**src/rtl/irqc_pkg.sv**
```systemverilog
package irqc_pkg;

  typedef enum logic {
    REG_CAUSE = 1'b0,
    REG_MASK  = 1'b1
  } irqc_reg_e;

endpackage

```
**src/rtl/irqc_cause_bank.sv**
```systemverilog
module irqc_cause_bank #(
  parameter int DATA_W = 32,
  parameter int SRC_LO = 1,
  parameter int SRC_HI = 29
) (
  input  logic              clk,
  input  logic              rst,
  input  logic [DATA_W-1:0] evt_i,
  input  logic [DATA_W-1:0] clr_i,
  output logic [DATA_W-1:0] cause_o
);

  logic [DATA_W-1:0] src_bits;
  logic [DATA_W-1:0] cause_q;
  logic [DATA_W-1:0] cause_d;

  // Positions that carry a real source
  generate
    for (genvar b = 0; b < DATA_W; b++) begin : g_src
      if (b >= SRC_LO && b <= SRC_HI) begin : g_on
        assign src_bits[b] = 1'b1;
      end else begin : g_off
        assign src_bits[b] = 1'b0;
      end
    end
  endgenerate

  // New events override same-edge clears
  always_comb begin
    cause_d = ((cause_q & ~clr_i) | evt_i) & src_bits;
  end

  always_ff @(posedge clk) begin
    if (rst) begin
      cause_q <= '0;
    end else begin
      cause_q <= cause_d;
    end
  end

  assign cause_o = cause_q;

endmodule

```
**src/rtl/irqc_summary.sv**
```systemverilog
module irqc_summary #(
  parameter int DATA_W = 32,
  parameter int SRC_LO = 1,
  parameter int SRC_HI = 29,
  parameter int ALL_POS = 0,
  parameter int GA_POS = 30,
  parameter int GA_HI0 = 29,
  parameter int GA_LO0 = 26,
  parameter int GA_HI1 = 20,
  parameter int GA_LO1 = 1,
  parameter int GB_POS = 31,
  parameter int GB_HI = 25,
  parameter int GB_LO = 1
) (
  input  logic [DATA_W-1:0] cause_i,
  output logic [DATA_W-1:0] word_o
);

  logic [DATA_W-1:0] sel_all;
  logic [DATA_W-1:0] sel_ga;
  logic [DATA_W-1:0] sel_gb;

  generate
    for (genvar b = 0; b < DATA_W; b++) begin : g_sel
      assign sel_all[b] = (b >= SRC_LO) && (b <= SRC_HI);
      assign sel_ga[b]  = ((b >= GA_LO0) && (b <= GA_HI0)) ||
                          ((b >= GA_LO1) && (b <= GA_HI1));
      assign sel_gb[b]  = (b >= GB_LO) && (b <= GB_HI);
    end
  endgenerate

  always_comb begin
    word_o          = cause_i & sel_all;
    word_o[ALL_POS] = |(cause_i & sel_all);
    word_o[GA_POS]  = |(cause_i & sel_ga);
    word_o[GB_POS]  = |(cause_i & sel_gb);
  end

endmodule

```
**src/rtl/irqc_prio_pick.sv**
```systemverilog
module irqc_prio_pick #(
  parameter int DATA_W = 32,
  parameter int SRC_LO = 1,
  parameter int SRC_HI = 29,
  parameter int IDX_W  = 5
) (
  input  logic              clk,
  input  logic              rst,
  input  logic [DATA_W-1:0] pend_i,
  output logic              vld_o,
  output logic [IDX_W-1:0]  idx_o
);

  logic             hit;
  logic [IDX_W-1:0] pick;

  // Scan downward so the lowest index is the last to assign
  always_comb begin
    hit  = 1'b0;
    pick = '0;
    for (int i = SRC_HI; i >= SRC_LO; i--) begin
      if (pend_i[i]) begin
        hit  = 1'b1;
        pick = IDX_W'(i);
      end
    end
  end

  always_ff @(posedge clk) begin
    if (rst) begin
      vld_o <= 1'b0;
      idx_o <= '0;
    end else begin
      vld_o <= hit;
      idx_o <= pick;
    end
  end

endmodule

```
**src/rtl/irq_cause_ctrl.sv**
```systemverilog
module irq_cause_ctrl #(
  parameter int DATA_W = 32,
  parameter int SRC_LO = 1,
  parameter int SRC_HI = 29,
  parameter int IDX_W  = 5
) (
  input  logic              clk,
  input  logic              rst,
  input  logic [DATA_W-1:0] src_evt_i,
  input  logic              bus_we_i,
  input  logic              bus_re_i,
  input  logic              bus_addr_i,
  input  logic [DATA_W-1:0] bus_wdata_i,
  output logic [DATA_W-1:0] bus_rdata_o,
  output logic              irq_o,
  output logic              sel_vld_o,
  output logic [IDX_W-1:0]  sel_idx_o
);

  import irqc_pkg::*;

  logic              cause_we;
  logic              mask_we;
  logic [DATA_W-1:0] cause_clr;
  logic [DATA_W-1:0] cause_q;
  logic [DATA_W-1:0] mask_q;
  logic [DATA_W-1:0] cause_word;
  logic [DATA_W-1:0] pend;
  logic              vld_q;

  assign cause_we  = bus_we_i && (irqc_reg_e'(bus_addr_i) == REG_CAUSE);
  assign mask_we   = bus_we_i && (irqc_reg_e'(bus_addr_i) == REG_MASK);
  assign cause_clr = cause_we ? ~bus_wdata_i : '0;

  irqc_cause_bank #(
    .DATA_W (DATA_W),
    .SRC_LO (SRC_LO),
    .SRC_HI (SRC_HI)
  ) u_bank (
    .clk     (clk),
    .rst     (rst),
    .evt_i   (src_evt_i),
    .clr_i   (cause_clr),
    .cause_o (cause_q)
  );

  always_ff @(posedge clk) begin
    if (rst) begin
      mask_q <= '0;
    end else if (mask_we) begin
      mask_q <= bus_wdata_i;
    end
  end

  irqc_summary #(
    .DATA_W (DATA_W),
    .SRC_LO (SRC_LO),
    .SRC_HI (SRC_HI)
  ) u_sum (
    .cause_i (cause_q),
    .word_o  (cause_word)
  );

  assign pend = cause_q & mask_q;

  irqc_prio_pick #(
    .DATA_W (DATA_W),
    .SRC_LO (SRC_LO),
    .SRC_HI (SRC_HI),
    .IDX_W  (IDX_W)
  ) u_pick (
    .clk    (clk),
    .rst    (rst),
    .pend_i (pend),
    .vld_o  (vld_q),
    .idx_o  (sel_idx_o)
  );

  assign irq_o     = vld_q;
  assign sel_vld_o = vld_q;

  always_ff @(posedge clk) begin
    if (rst) begin
      bus_rdata_o <= '0;
    end else if (bus_re_i) begin
      bus_rdata_o <= (irqc_reg_e'(bus_addr_i) == REG_MASK) ? mask_q : cause_word;
    end
  end

endmodule

```
**config.mk**
```make
export PLATFORM = sky130hd
export DESIGN_NAME = irq_cause_ctrl
export DESIGN_NICKNAME = d
export VERILOG_FILES = /design/src/rtl/irqc_pkg.sv /design/src/rtl/irqc_cause_bank.sv /design/src/rtl/irqc_summary.sv /design/src/rtl/irqc_prio_pick.sv /design/src/rtl/irq_cause_ctrl.sv
export SDC_FILE = /design/constraint.sdc
export NUM_CORES = 1
export LEC_CHECK = 0
export ABC_AREA = 1
export ABC_CLOCK_PERIOD_IN_PS = 3200
export BUFFER_PORTS_ARGS = -buffer_cell sky130_fd_sc_hd__buf_2
export CAP_MARGIN = 0
export CORE_MARGIN = 3
export CORE_UTILIZATION = 50
export DETAILED_ROUTE_END_ITERATION = 7
export PLACE_DENSITY = 0.79
export SKIP_CTS_REPAIR_TIMING = 1
export SLEW_MARGIN = 10
export SYNTH_ARGS = -nofsm -noshare
export SYNTH_HDL_FRONTEND = slang
export SYNTH_SLANG_ARGS = --single-unit
```
**constraint.sdc**
```tcl
create_clock -name clk -period 3.2 [get_ports clk]
set_clock_uncertainty 0.1 [all_clocks]
set_input_delay 0.16 -clock clk [delete_from_list [all_inputs] [get_ports clk]]
set_output_delay 0.16 -clock clk [all_outputs]
set_load 0.05 [all_outputs]
```
==> run summary, run 1 <==
vias in the first global route: 3989
fin crit share: 67.1%
max cap viols: 0
Post-Syn Nets: 667
CTS tree: built
clk_lat worst skew: 0.35 ns
VDD IR max: 0.311 mV
Seq/Total Area, Yosys: 46.9%
RSZ-0062 raised after global routing: false
Avg Cell Area, Syn: 7.07 µm²
area grow syn2layout: 26.9%
CP most frequent cell: nand2_1
height of the die: 97.9 µm
largest net degree at the start of global routing: 44
most area-hungry cell type in the Yosys netlist: dfxtp_1
via/cell ratio: 5.22
IO Port Bufs: 104
Mapped Area: 4230 µm²
RD Place Congestion: 0.834
top-area cell type share of the netlist area: 46.9%
Final Hold Viols: 11
first-pass GRT wire length: 17.9 mm
Initial Util: 53.0%
Post-Route WL: 11.4 mm
r2r endpoint: u_pick.idx_o[0]
crit-path max cell delay: 0.39 ns
Post-Route Setup TNS: 0 ns
CP max-delay cell: dfxtp_1
Rel. slew slack: 45.5%
htree depth: 3
CP Launch Type: flop
# rows: 32
Hold WS: -0.0176 ns
Setup crit end kind: flop
HP Class: input pin to flop
critical path type: flop to flop
Final Max Tran Viols: 0
core area: 7970 µm²
ANT cells: 0
Ports: 108
Max FO, Critical Path: 4
drt wl/cell: 13.7 µm
Tot Pwr: 0.00268 W
failing checks: hold timing
Final ANT Viol Nets: 0
final core occ: 67.3%
status: complete, but fails checks
Sink Count: 99
clock-pin slew on the worst setup and hold paths: 0.09 ns
clock buffer depth: 2
P_leak: 2.74 nW
drt pass-1 iters: 5
PwrDens: 500 nW/µm²
Worst EP required: 3.39 ns
initial antenna violation count: 0
Final setup viols: 0
Via Count: 4345
Iter 0 DRT Violations: 162
DIE AREA: 9590 µm²
Worst-Margin Slew: 0.812 ns
Reg2Reg Setup Slack: 1.05 ns
final net count: 794
reg2reg path depth: 30
TritonCTS buffer count: 9
Hold Path Origin: bus_wdata_i[20]
layout cells sized above 1: 18.4%
Hold EP: mask_q[20]
Seq cells post-synth: 99
GRT Total Usage: 22.4%
gr ovfl total: 0
hold path depth: 3
arrival time at the worst endpoint: 2.34 ns
min cycle time layout: 2.15 ns
die width: 97.9 µm
root buf cell: clkbuf_8
post-synthesis cell count: 598
FMAX: 466 MHz
synth warn: 0
Netlist cell types: 28
post-DP HPWL: 7.50 mm
Remaining DRCs: 0
Synth area leaders: dfxtp_1, nand2_1, o21ai_0, nor2_1, inv_1
r2r startpoint: u_bank.cause_o[29]
==> per-layer routing <==
| layer | wire length [µm] | GRT usage (%) |
|---|---|---|
| met1 | 4890 | 28.8 |
| met2 | 5520 | 38.0 |
| met3 | 807 | 4.71 |
| met4 | 146 | 6.18 |
| met5 | 0 | 0 |
==> sequential cells by signal, indices dropped and copies added, names as in the netlist <==
register,cells
bus_rdata_o,32
mask_q,32
u_bank.cause_o,29
u_pick.idx_o,5
u_pick.vld_o,1
==> stage by stage <==
step / worst slack (ns) / area, µm² / instances / hold WS [ns]
after global placement: 1.07 / 4790 / 777 / 0.299
after CTS: 1.05 / 4970 / 793 / -0.0783
after detailed placement: 1.06 / 4790 / 777 / 0.302
after floorplan: 1.36 / 4230 / 598 / 0.194
final: 1.05 / 5360 / 832 / -0.0176
after global routing: 0.803 / 5360 / 832 / 0.00233
==> final cells by class <==
| cell class | count | area [µm²] |
|---|---|---|
| fill | 709 | 2610 |
| sequential | 99 | 1980 |
| multi-input combinational | 395 | 1850 |
| timing repair buffer | 149 | 956 |
| inverter | 71 | 267 |
| clock buffer | 12 | 155 |
| tap | 102 | 128 |
| clock inverter | 4 | 25.0 |
==> placed cells by master, fill, tap and decap left out, types with 2 or more instances in the layout <==
| cell type | synthesis | layout |
|---|---|---|
| nand2_1 | 130 | 130 |
| buf_2 | 0 | 104 |
| dfxtp_1 | 99 | 99 |
| nor2_1 | 74 | 74 |
| o21ai_0 | 67 | 67 |
| inv_1 | 67 | 67 |
| a21oi_1 | 42 | 42 |
| dlygate4sd3_1 | 0 | 39 |
| nand3_1 | 28 | 28 |
| o211ai_1 | 28 | 28 |
| clkbuf_8 | 0 | 11 |
| buf_4 | 1 | 6 |
| nor4_1 | 5 | 5 |
| clkinv_1 | 3 | 3 |
| nand2_2 | 3 | 3 |
| nand2_4 | 3 | 3 |
| a31oi_1 | 2 | 2 |
| nor3_1 | 2 | 2 |
| and2_1 | 2 | 2 |
| clkinv_2 | 0 | 2 |
| clkinvlp_4 | 0 | 2 |
==> report_power, final <==
part | total, W | switching (W) | internal, W
sequential | 0.00139 | 0.0000674 | 0.00132
combinational | 0.000556 | 0.000366 | 0.000190
clock | 0.000733 | 0.000410 | 0.000323
total | 0.00268 | 0.000843 | 0.00184
==> cell families after synthesis <==
group                  synth area share, %
buffers and inverters                 9.33
and+or+nand+nor                       24.6
AOI/OAI and AO/OA                     19.1
DFF                                   46.9
==> Yosys cell counts <==
library cell and n:
nor3_1 2, nor4_1 5, and3_1 1, a211oi_1 1, clkinv_1 3, nand2_1 130
buf_1 4, buf_4 1, nand2_4 3, inv_1 67, nor2_1 74, nor3b_1 1
nand2_2 3, o31ai_1 1, nand4_1 1, dfxtp_1 99, a21oi_1 42, o211ai_1 28
nand3_1 28, o21ai_0 67, and2_1 2, or4_2 1, a21oi_2 1, a41oi_1 1
o21bai_1 1, clkbuf_1 28, inv_2 1, a31oi_1 2
==> critical path: cells and delay by family, from the launching register on <==
family	cells	cell delay [ns]
AO/OA/AOI/OAI	1	0.10
AND/OR/NAND/NOR	28	1.45
flip-flops	1	0.39
buffers and inverters	1	0.05
==> worst max path at each step <==
stage,start,end,depth (start not counted)
after global routing,u_bank.cause_o[29],u_pick.idx_o[0],30
after global placement,bus_addr_i,bus_rdata_o[18],7
after detailed placement,bus_addr_i,bus_rdata_o[18],7
after floorplan,u_bank.cause_o[29],u_pick.idx_o[0],30
after CTS,u_bank.cause_o[29],u_pick.idx_o[0],30
final,u_bank.cause_o[29],u_pick.idx_o[0],30
(Power assumes the default switching activity.)
==> run 2, diff against run 1 <==
--- a/config.mk
+++ b/config.mk
@@ -6,11 +6,11 @@
 export NUM_CORES = 1
 export LEC_CHECK = 0
 export ABC_AREA = 1
-export ABC_CLOCK_PERIOD_IN_PS = 3200
+export ABC_CLOCK_PERIOD_IN_PS = 1800
 export BUFFER_PORTS_ARGS = -buffer_cell sky130_fd_sc_hd__buf_2
 export CAP_MARGIN = 0
 export CORE_MARGIN = 3
-export CORE_UTILIZATION = 50
+export CORE_UTILIZATION = 48
 export DETAILED_ROUTE_END_ITERATION = 7
 export PLACE_DENSITY = 0.79
 export SKIP_CTS_REPAIR_TIMING = 1
==> constraint.sdc (replaced) <==
create_clock -name clk -period 1.8 [get_ports clk]
set_clock_uncertainty 0.1 [all_clocks]
set_input_delay 0.09 -clock clk [delete_from_list [all_inputs] [get_ports clk]]
set_output_delay 0.09 -clock clk [all_outputs]
set_load 0.05 [all_outputs]
==> run summary, run 2 (synthesis gave the netlist of run 1 again) <==
status: complete, but fails checks
failing checks: hold timing, setup timing
most frequent cells in the layout: nand2_1, buf_2, dfxtp_1
first-pass GRT wire length: 18.5 mm
area grow syn2layout: 39.8%
post-route insts no fill: 887
via/cell ratio: 5.11
Hold WS: -0.0466 ns
CTS tree: built
Iter 0 DRT Violations: 326
arrival time at the worst endpoint: 2.22 ns
Sw Share: 29.9%
DIE AREA: 9960 µm²
Setup crit end kind: flop
critical path type: flop to flop
min cycle time layout: 2.03 ns
Final Max Tran Viols: 0
P_sw: 0.00155 W
CP most frequent cell: nand2_1
Post-Place Setup Slack: -0.210 ns
hold path depth: 3
initial antenna violation count: 0
Pint: 0.00363 W
HP Class: input pin to flop
Remaining DRCs: 0
final net count: 847
Via Count: 4535
FMAX: 492 MHz
layout cells sized above 1: 21.5%
max cap viols: 0
Tot Pwr: 0.00517 W
gr ovfl total: 0
core area: 8380 µm²
CP Launch Type: flop
Final setup viols: 1
vias in the first global route: 3992
Clock Power Share: 31.0%
Final Hold Viols: 2
ANT cells: 0
post-DP HPWL: 7.99 mm
reg2reg path depth: 30
clock buffer depth: 2
htree depth: 3
root buf cell: clkbuf_8
dpl cells: 802
crit-path max cell delay: 0.36 ns
largest net degree at the start of global routing: 36
Initial Util: 50.4%
r2r endpoint: u_pick.idx_o[0]
Worst EP required: 1.99 ns
Comb power frac: 21.3%
Post-DP Area: 4960 µm²
post-route cell area: 5910 µm²
Final WS setup: -0.233 ns
height of the die: 99.8 µm
die width: 99.8 µm
P_leak: 3.02 nW
drt pass-1 iters: 5
IO Port Bufs: 104
Seq pwr share: 47.8%
Rel. slew slack: 57.2%
most common cell after layout, fill and taps aside: nand2_1
Sink Count: 99
PwrDens: 876 nW/µm²
RSZ-0062 raised after global routing: true
clock-pin slew on the worst setup and hold paths: 0.09 ns
clk_lat worst skew: 0.35 ns
drt wl/cell: 14.0 µm
layout filler cell count: 689
TritonCTS buffer count: 9
Reg2Reg Setup Slack: -0.23 ns
# rows: 33
GRT Total Usage: 22.7%
fin crit share: 113%
VDD IR max: 0.453 mV
Hold Path Origin: bus_wdata_i[4]
Ports: 108
Worst-Margin Slew: 0.640 ns
Max FO, Critical Path: 4
Post-Route Setup TNS: -0.233 ns
Final ANT Viol Nets: 0
r2r startpoint: u_bank.cause_o[29]
Post-Route WL: 12.4 mm
RD Place Congestion: 0.841
Hold EP: mask_q[4]
CP max-delay cell: dfxtp_2
[run 2: per-layer routing]
| layer | track usage [%] | share of wire (%) |
|---|---|---|
| met1 | 29.9 | 43 |
| met2 | 38.7 | 49 |
| met3 | 4.52 | 5.7 |
| met4 | 5.15 | 2.1 |
| met5 | 0 | 0 |
[run 2: cell type report]
cell class	instances	area, µm²	area share (%)
clock buffer	11	151	2.56
clock inverter	4	73.8	1.25
inverter	71	267	4.51
multi-input combinational	395	1860	31.4
sequential	99	2000	33.8
tap	105	131	2.22
timing repair buffer	202	1430	24.2
[run 2: worst max-delay path by stage]
stage / from / endpoint / slack, ns / cells past startpoint
CTS: u_bank.cause_o[27] / u_pick.idx_o[0] / -0.26 / 28
global placement: u_bank.cause_o[29] / u_pick.idx_o[0] / -0.20 / 30
detailed placement: u_bank.cause_o[27] / u_pick.idx_o[0] / -0.21 / 28
global route: u_bank.cause_o[29] / u_pick.idx_o[0] / -0.56 / 30
finish: u_bank.cause_o[29] / u_pick.idx_o[0] / -0.23 / 30
floorplan: u_bank.cause_o[29] / u_pick.idx_o[0] / -0.02 / 30
[run 2: power by group through the flow]
stage | sequential (W) | combinational, W | clock (W)
after floorplan | 0.00273 | 0.000434 | 0
after global placement | 0.00251 | 0.000949 | 0
after detailed placement | 0.00252 | 0.000962 | 0
after CTS | 0.00247 | 0.000966 | 0.00163
after global routing | 0.00249 | 0.00121 | 0.00170
final | 0.00247 | 0.00110 | 0.00160
[run 2: per-stage QoR]
step / utilization [%] / hold slack [ns]
after global routing: 70.5 / 0.00426
after CTS: 61.9 / -0.158
after global placement: 59.2 / 0.229
after floorplan: - / 0.116
final: 70.5 / -0.0466
after detailed placement: 59.2 / 0.232
[run 2: critical path: cells and delay by family (launching register included)]
family	cells	cell delay, ns
DFF	1	0.36
AOI/OAI and AO/OA	1	0.10
buffers and inverters	1	0.04
and+or+nand+nor	28	1.38
==> run 3, diff against run 2 <==
--- a/config.mk
+++ b/config.mk
@@ -9,10 +9,13 @@
 export ABC_CLOCK_PERIOD_IN_PS = 1800
 export BUFFER_PORTS_ARGS = -buffer_cell sky130_fd_sc_hd__buf_2
 export CAP_MARGIN = 0
+export CELL_PAD_IN_SITES_DETAIL_PLACEMENT = 1
+export CELL_PAD_IN_SITES_GLOBAL_PLACEMENT = 1
 export CORE_MARGIN = 3
-export CORE_UTILIZATION = 48
+export CORE_UTILIZATION = 33
 export DETAILED_ROUTE_END_ITERATION = 7
-export PLACE_DENSITY = 0.79
+export MAX_ROUTING_LAYER = met4
+export PLACE_DENSITY = 0.78
 export SKIP_CTS_REPAIR_TIMING = 1
 export SLEW_MARGIN = 10
 export SYNTH_ARGS = -nofsm -noshare
==> run summary, run 3 (synthesis gave the netlist of run 1 again) <==
status: complete, but fails checks
failing checks: hold timing, setup timing
hold path depth: 3
gr ovfl total: 0
Final ANT Viol Nets: 0
# rows: 40
FMAX: 463 MHz
layout filler cell count: 1543
vias in the first global route: 4653
met2 WL post-DR: 7.92 mm
arrival time at the worst endpoint: 2.35 ns
r2r startpoint: mask_q[29]
Post-Route WL: 15.3 mm
Ports: 108
most common cell after layout, fill and taps aside: nand2_1
Remaining DRCs: 0
Final Hold Viols: 6
Hold WS: -0.0412 ns
drt pass-1 iters: 4
r2r endpoint: u_pick.idx_o[0]
post-DP HPWL: 9.61 mm
height of the die: 119 µm
Setup crit end kind: flop
Buf/Inv on CP: 1
Reg2Reg Setup Slack: -0.36 ns
Final WS setup: -0.359 ns
TritonCTS buffer count: 9
Post-Place Setup Slack: -0.280 ns
die width: 119 µm
drt wl/cell: 16.1 µm
post-route insts no fill: 951
crit-path max cell delay: 0.37 ns
first-pass GRT wire length: 22.5 mm
CP most frequent cell: nand2_1
via/cell ratio: 4.91
largest net degree at the start of global routing: 63
ANT cells: 0
P_leak: 3.05 nW
IO Port Bufs: 104
Sink Count: 99
metal3 WL: 629 µm
final net count: 847
PwrDens: 901 nW/µm²
area grow syn2layout: 43.0%
RD Place Congestion: 0.849
CP max-delay cell: dfxtp_1
Iter 0 DRT Violations: 180
fin crit share: 120%
Worst EP required: 1.99 ns
CP Launch Type: flop
GRT Total Usage: 20.1%
Hold EP: mask_q[3]
Rel. slew slack: 67.3%
initial antenna violation count: 0
Final setup viols: 1
htree depth: 3
most frequent cells in the layout: nand2_1, buf_2, dfxtp_1
HP Class: input pin to flop
core area: 12300 µm²
layout cells sized above 1: 20.4%
min cycle time layout: 2.16 ns
max cap viols: 0
Final Max Tran Viols: 0
clk_lat worst skew: 0.35 ns
VDD IR max: 0.576 mV
root buf cell: clkbuf_16
Via Count: 4665
DIE AREA: 14200 µm²
Initial Util: 34.5%
clock buffer depth: 2
reg2reg path depth: 30
CP top delay family: simple AND/OR/NAND/NOR gates
Worst-Margin Slew: 0.491 ns
CTS tree: built
clock-pin slew on the worst setup and hold paths: 0.07 ns
critical path type: flop to flop
WL met1: 6.59 mm
highest metal used: met4
Hold Path Origin: bus_wdata_i[3]
Max FO, Critical Path: 2
RSZ-0062 raised after global routing: true
dpl cells: 867
## run 3: changes by cell type in the layout (fill, tap and decap cells not counted), sizes merged
cell	previous run	this run
buf	132	134
bufinv	2	0
dlygate4sd3	70	68
clkbuf	11	14
## run 3: report_power, final
group | internal (W) | switching [W]
Sequential | 0.00236 | 0.000123
Clock | 0.00101 | 0.000814
Combinational | 0.000428 | 0.000716
Total | 0.00379 | 0.00165
## run 3: worst max-delay path by stage
stage	startpoint	to	slack, ns	depth (start not counted)
after floorplan	u_bank.cause_o[29]	u_pick.idx_o[0]	-0.02	30
after global placement	u_bank.cause_o[29]	u_pick.idx_o[0]	-0.23	30
after detailed placement	u_bank.cause_o[27]	u_pick.idx_o[0]	-0.28	28
after CTS	u_bank.cause_o[29]	u_pick.idx_o[0]	-0.35	30
after global routing	mask_q[29]	u_pick.idx_o[0]	-0.81	30
final	mask_q[29]	u_pick.idx_o[0]	-0.36	30
## run 3: tightest hold or removal path: stages
cell	delay [ns]
buf_2	0.10
o21ai_0	0.09
nor2_1	0.09
## run 3: stage by stage
| stage | power [W] | area [µm²] | TNS, ns | hold slack [ns] | utilization (%) |
|---|---|---|---|---|---|
| floorplan | 0.00316 | 4230 | -0.0178 | 0.116 | - |
| finish | 0.00545 | 6040 | -0.359 | -0.0412 | 49.3 |
| global placement | 0.00349 | 5080 | -0.234 | 0.229 | 41.4 |
| CTS | 0.00536 | 5360 | -0.347 | -0.134 | 43.7 |
| detailed placement | 0.00353 | 5080 | -0.280 | 0.237 | 41.4 |
| global route | 0.00571 | 6040 | -0.926 | 0.0124 | 49.3 |
## run 3: final cells by class
cell class | instances | area [µm²] | share of cell area [%]
repair buffers | 202 | 1450 | 24.0
inverters | 71 | 267 | 4.41
clock buffers | 14 | 264 | 4.37
flip-flops and latches | 99 | 1990 | 32.9
well taps | 168 | 210 | 3.48
clock inverters | 2 | 10.0 | 0.166
multi-input cells | 395 | 1860 | 30.7
## run 3: per-layer routing
layer  up-vias  global-route usage, %
met1      2239                   23.9
met3        15                   4.70
met2       123                   34.7
met4         0                   4.71
met5         -                      -
li1       2288                      -
